===== config.mk =====
export PLATFORM = sky130hd
export DESIGN_NAME = hb_decim2
export DESIGN_NICKNAME = d
export VERILOG_FILES = /design/src/rtl/hb_pkg.sv /design/src/rtl/hb_ctrl.sv /design/src/rtl/hb_tap.sv /design/src/rtl/hb_datapath.sv /design/src/rtl/hb_decim2.sv
export SDC_FILE = /design/constraint.sdc
export NUM_CORES = 1
export LEC_CHECK = 0
export ABC_AREA = 0
export BUFFER_PORTS_ARGS = -buffer_cell sky130_fd_sc_hd__buf_2
export CORE_MARGIN = 2
export CORE_UTILIZATION = 48
export DETAILED_ROUTE_END_ITERATION = 7
export GPL_ROUTABILITY_DRIVEN = 0
export PLACE_DENSITY = 0.84
export SLEW_MARGIN = 20
export SYNTH_ARGS = -nofsm -noshare
export SYNTH_HDL_FRONTEND = slang
export SYNTH_SLANG_ARGS = --single-unit

===== constraint.sdc =====
create_clock -name clk -period 2.2 [get_ports clk]
set_input_delay 0.11 -clock clk [delete_from_list [all_inputs] [get_ports clk]]
set_output_delay 0.11 -clock clk [all_outputs]
set_load 0.02 [all_outputs]

===== src/rtl/hb_pkg.sv =====
package hb_pkg;

  // Strobes from the control unit to the datapath.
  typedef struct packed {
    logic clear;     // synchronous clear of all state
    logic loadHist;  // capture the last input lane as history
    logic loadOut;   // capture the new output lanes
  } hbStrobes_t;

  // Extra output bits that the weight sum 2*2^side + 2^mid needs.
  function automatic int growBits(input int sideShift, input int midShift);
    return $clog2((2 << sideShift) + (1 << midShift));
  endfunction

endpackage


===== src/rtl/hb_ctrl.sv =====
module hb_ctrl
  import hb_pkg::*;
(
  input  logic       clk,
  input  logic       rst,
  input  logic       inValid,
  output hbStrobes_t strobes,
  output logic       outValid
);

  always_comb begin
    strobes.clear    = rst;
    strobes.loadHist = inValid && !rst;
    strobes.loadOut  = inValid && !rst;
  end

  always_ff @(posedge clk) begin
    if (rst) outValid <= 1'b0;
    else     outValid <= inValid;
  end

  // the output strobe trails the accepted input by one clock
  assert_valid_rise_R4: assert property (@(posedge clk) disable iff (rst)
    inValid |=> outValid);
  assert_valid_drop_R4: assert property (@(posedge clk) disable iff (rst)
    !inValid |=> !outValid);

endmodule


===== src/rtl/hb_tap.sv =====
module hb_tap #(
  parameter int IN_W    = 6,
  parameter int OUT_W   = 8,
  parameter int SIDE_SH = 0,
  parameter int MID_SH  = 1
) (
  input  logic signed [IN_W-1:0]  prevS,
  input  logic signed [IN_W-1:0]  midS,
  input  logic signed [IN_W-1:0]  nextS,
  output logic signed [OUT_W-1:0] sum
);

  localparam int WIDE_W = OUT_W + 1;

  logic signed [WIDE_W-1:0] prevW, midW, nextW, sumWide;

  always_comb begin
    prevW   = WIDE_W'(prevS);
    midW    = WIDE_W'(midS);
    nextW   = WIDE_W'(nextS);
    // one ternary addition of shifted operands, no multiplier
    sumWide = (prevW <<< SIDE_SH) + (midW <<< MID_SH) + (nextW <<< SIDE_SH);
    sum     = sumWide[OUT_W-1:0];
  end

  // the growth bits hold every sum, so dropping the top bit loses nothing
  always_comb begin
    assert_no_overflow_R6: assert (sumWide[WIDE_W-1] == sumWide[WIDE_W-2]);
  end

endmodule


===== src/rtl/hb_datapath.sv =====
module hb_datapath
  import hb_pkg::*;
#(
  parameter int LANES   = 8,
  parameter int IN_W    = 6,
  parameter int OUT_W   = 8,
  parameter int SIDE_SH = 0,
  parameter int MID_SH  = 1
) (
  input  logic                         clk,
  input  hbStrobes_t                   strobes,
  input  logic [LANES*IN_W-1:0]        inData,
  output logic [(LANES/2)*OUT_W-1:0]   outData
);

  localparam int HALF = LANES / 2;

  logic [IN_W-1:0]           histQ;
  logic [HALF*OUT_W-1:0]     sumAll;

  for (genvar k = 0; k < HALF; k++) begin : g_phase
    logic [IN_W-1:0] prevLane;
    if (k == 0) begin : g_edge
      assign prevLane = histQ;
    end else begin : g_inner
      assign prevLane = inData[(2*k-1)*IN_W +: IN_W];
    end

    hb_tap #(
      .IN_W   (IN_W),
      .OUT_W  (OUT_W),
      .SIDE_SH(SIDE_SH),
      .MID_SH (MID_SH)
    ) i_tap (
      .prevS(prevLane),
      .midS (inData[(2*k)*IN_W +: IN_W]),
      .nextS(inData[(2*k+1)*IN_W +: IN_W]),
      .sum  (sumAll[k*OUT_W +: OUT_W])
    );
  end

  always_ff @(posedge clk) begin
    if (strobes.clear) begin
      histQ   <= '0;
      outData <= '0;
    end else begin
      if (strobes.loadHist) histQ   <= inData[(LANES-1)*IN_W +: IN_W];
      if (strobes.loadOut)  outData <= sumAll;
    end
  end

  // clear empties the output lanes
  assert_clear_R1: assert property (@(posedge clk)
    strobes.clear |=> (outData == '0));
  // clear empties the history sample
  assert_hist_zero_R7: assert property (@(posedge clk)
    strobes.clear |=> (histQ == '0));
  // history follows the last lane of an accepted beat
  assert_hist_track_R3: assert property (@(posedge clk) disable iff (strobes.clear)
    strobes.loadHist |=> (histQ == $past(inData[(LANES-1)*IN_W +: IN_W])));
  // idle cycles leave both history and outputs alone
  assert_hold_hist_R5: assert property (@(posedge clk) disable iff (strobes.clear)
    !strobes.loadHist |=> $stable(histQ));
  assert_hold_out_R5: assert property (@(posedge clk) disable iff (strobes.clear)
    !strobes.loadOut |=> $stable(outData));

endmodule


===== src/rtl/hb_decim2.sv =====
module hb_decim2
  import hb_pkg::*;
#(
  parameter  int LANES   = 8,
  parameter  int IN_W    = 6,
  parameter  int SIDE_SH = 0,
  parameter  int MID_SH  = 1,
  localparam int OUT_W   = IN_W + growBits(SIDE_SH, MID_SH),
  localparam int HALF    = LANES / 2
) (
  input  logic                  clk,
  input  logic                  rst,
  input  logic                  inValid,
  input  logic [LANES*IN_W-1:0] inData,
  output logic                  outValid,
  output logic [HALF*OUT_W-1:0] outData
);

  hbStrobes_t strobes;

  hb_ctrl i_ctrl (
    .clk     (clk),
    .rst     (rst),
    .inValid (inValid),
    .strobes (strobes),
    .outValid(outValid)
  );

  hb_datapath #(
    .LANES  (LANES),
    .IN_W   (IN_W),
    .OUT_W  (OUT_W),
    .SIDE_SH(SIDE_SH),
    .MID_SH (MID_SH)
  ) i_datapath (
    .clk    (clk),
    .strobes(strobes),
    .inData (inData),
    .outData(outData)
  );

endmodule


==> qor.yml <==
placed_design:
  dp_hpwl_mm: 5.92
  placed_cells: 462
  postPlaceCellArea_um2: 3560
  portBuffers: 83
clock_tree:
  path_clk_slew_ps: 80
  clock_latency_ps: 300
  cts_sinks: 39
  clockBufferDepth: 2
  holdBufCountCts: 0
  root_buffer: "clkbuf_8"
  ctsHtreeMaxLevel: 2
  cts_buffers: 5
  cts_tree: "built"
routing:
  via_count: 2628
  finalWirelength_mm: 7.44
  drcViolationCount: 0
  ant_nets: 0
  wl_per_cell_um: 15.8
  drtIter0Drc: 84
  firstDrtPassIters: 4
  viasPerCell: 5.58
worst_setup_path:
  worstSetupPathType: "reg2reg"
  crit_buf_inv: 2
  critical_path.max_fanout: 2
  required_ps: 2440
  worstPathCellList: "fa_1 -> ha_2 -> inv_2 -> fa_2 -> nor2b_4 -> o31ai_4 -> buf_4 -> a41o_1 -> nor2_1"
  cp_top_family: "adder cells"
  slowest_stage: "fa_1"
  critical-path-max-stage-delay_ps: 490
  cp-end-kind: "flop"
  critPathLaunchType: "flop"
  crit_arrival_ps: 2390
timing:
  relSlewSlack: 0.663
  fin_skew_ps: 7.60
  setup-tns-final_ps: 0
  hold_viol: 0
  period_needed_ps: 2140
  grt_setup_unrepaired: "yes"
  worstMarginPinSlew_ps: 506
  slew_violations: 0
  min_period_over_period: 0.974
  fmax_ghz: 0.467
  setup_violations: 0
final_layout:
  drive_above_1_share: 0.308
  areaGrowthSynthToFinish_pct: 23.0
  nets: 502
  final_cells: 471
  diodes: 0
  final_area_um2: 3720
yosys:
  ys_async_sr_fraction: 0
  ys.flop_type: "dfxtp_1"
  ys_seq_area_frac: 0.258
  synth_edf_count: 0
  ys_warn_count: 0
  ys_types: 38
  yosys_register_bits: 39
  syn-cell-area_um2: 3030
  synth_fp_nets: 411
  syn_inst: 304
  synth.avg_cell_area_um2: 9.95
global_route:
  antenna_found_initial: 0
  grt_busiest_layer: "met2"
  grt_pass1_vias: 2625
  grtUsageTotal: 0.217
  grt_use_met2: 0.358
  grt_pass1_wl_mm: 12.3
  grt_use_met1: 0.298
  met3_usage: 0.0398
  grt_max_degree: 24
  grt_overflow: 0
power_and_ir_drop:
  ir_drop_mv: 0.383
  power_density_nw_per_um2: 658
  leakage_uw: 0.00179
run:
  max_cap_violations: 0
status:
  status: "finished clean"
die:
  die_area_um2: 6950
  ios: 84
  die_h_um: 83.4
  dieWidth_um: 83.4
  initial_core_util: 0.505
  placeableCoreArea_um2: 5990
  rows: 28
worst_hold_path:
  hp-class: "in2reg"
==> worst reg2reg max path, cell delays in order, from the launching register on <==
cell and delay [ps]:
dfxtp_2 330, fa_1 490, ha_2 210, inv_2 40
fa_2 350, nor2b_4 150, o31ai_4 70, buf_4 140
a41o_1 220, nor2_1 90
==> layout make-up <==
class	instances	area (um2)
clock buffer	7	76.3
clock inverter	1	5.00
fill	505	2270
inverter	22	82.6
multi-input combinational	230	2160
sequential	39	782
tap	75	93.8
timing repair buffer	97	520
==> worst paths after layout <==
check	slack (ps)	endpoint	start	cells after the start
worst min-delay path	90	i_datapath.g_phase[0].prevLane[0]	inData[42]	3
worst min register to register	450	i_datapath.outData[5]	i_datapath.outData[5]	2
worst max register to register	60	i_datapath.outData[7]	i_datapath.g_phase[0].prevLane[1]	9
worst max-delay path	60	i_datapath.outData[7]	i_datapath.g_phase[0].prevLane[1]	9
==> synth_stat cells (5+ instances only) <==
| library cell | instances | area share |
|---|---|---|
| fa_1 | 28 | 0.19 |
| o21a_1 | 6 | 0.015 |
| dfxtp_1 | 39 | 0.26 |
| and3_1 | 6 | 0.012 |
| nand2_1 | 9 | 0.011 |
| inv_1 | 22 | 0.027 |
| a211oi_1 | 6 | 0.015 |
| nor3_1 | 7 | 0.012 |
| a21o_1 | 5 | 0.012 |
| nor2b_1 | 6 | 0.012 |
| nand2b_1 | 5 | 0.010 |
| mux2i_1 | 15 | 0.050 |
| buf_2 | 6 | 0.0099 |
| a21oi_1 | 10 | 0.017 |
| nor2_1 | 40 | 0.050 |
| ha_1 | 28 | 0.12 |
| xnor2_1 | 5 | 0.014 |
==> sequential cells by signal, indices dropped and copies added, names as in the netlist <==
signal,count
i_datapath.outData,32
i_datapath.g_phase.prevLane,6
i_ctrl.outValid,1
==> report_power, final <==
part	internal (uW)	switching (uW)	leakage (uW)
Clock	223	265	0.0000422
Combinational	499	619	0.00143
Sequential	796	45.8	0.000323
Total	1520	929	0.00179
==> through the flow <==
step           utilization  hold slack (ps)  power (uW)  setup WS (ps)
6_report             0.621             85.7        2450           56.7
2_1_floorplan            -              257        1580           54.5
3_5_place_dp         0.594              387        1910           -188
5_1_grt              0.621              111        2620          -16.7
3_3_place_gp         0.594              377        1860          -13.5
4_1_cts              0.612             78.4        2420           26.2
==> logic make-up after synthesis <==
group / Yosys count / share of synthesized area
AND/OR/NAND/NOR: 91 / 0.164
AO/OA/AOI/OAI: 63 / 0.162
adder cells (fa/ha/maj): 56 / 0.301
flip-flops: 39 / 0.258
buffers and inverters: 35 / 0.0509
multiplexers: 15 / 0.0496
XOR/XNOR: 5 / 0.0145
==> timing repair <==
item,4_1_cts,5_1_grt
buffers inserted,1,0
setup endpoints to repair,1,2
pin swaps,2,1
gates resized for setup,6,7
==> layer usage <==
layer / part of all wire / wire length [um] / vias up
met5: 0 / 0 / -
met4: 0.011 / 84 / 0
met3: 0.056 / 414 / 9
met2: 0.47 / 3500 / 82
met1: 0.46 / 3440 / 1258
li1: - / - / 1279
==> cells in the final DEF, fill, tap and decap left out, drive strengths merged, types with 6 or more instances in the layout <==
cell     n
ha      28
o21a     6
nand2    9
inv     22
nor3     7
nor2b    6
mux2i   15
buf     97
dfxtp   39
and3     8
a21oi   10
nor2    40
clkbuf   7
a211oi   6
fa      28
Power figures use the tool's default switching activity.
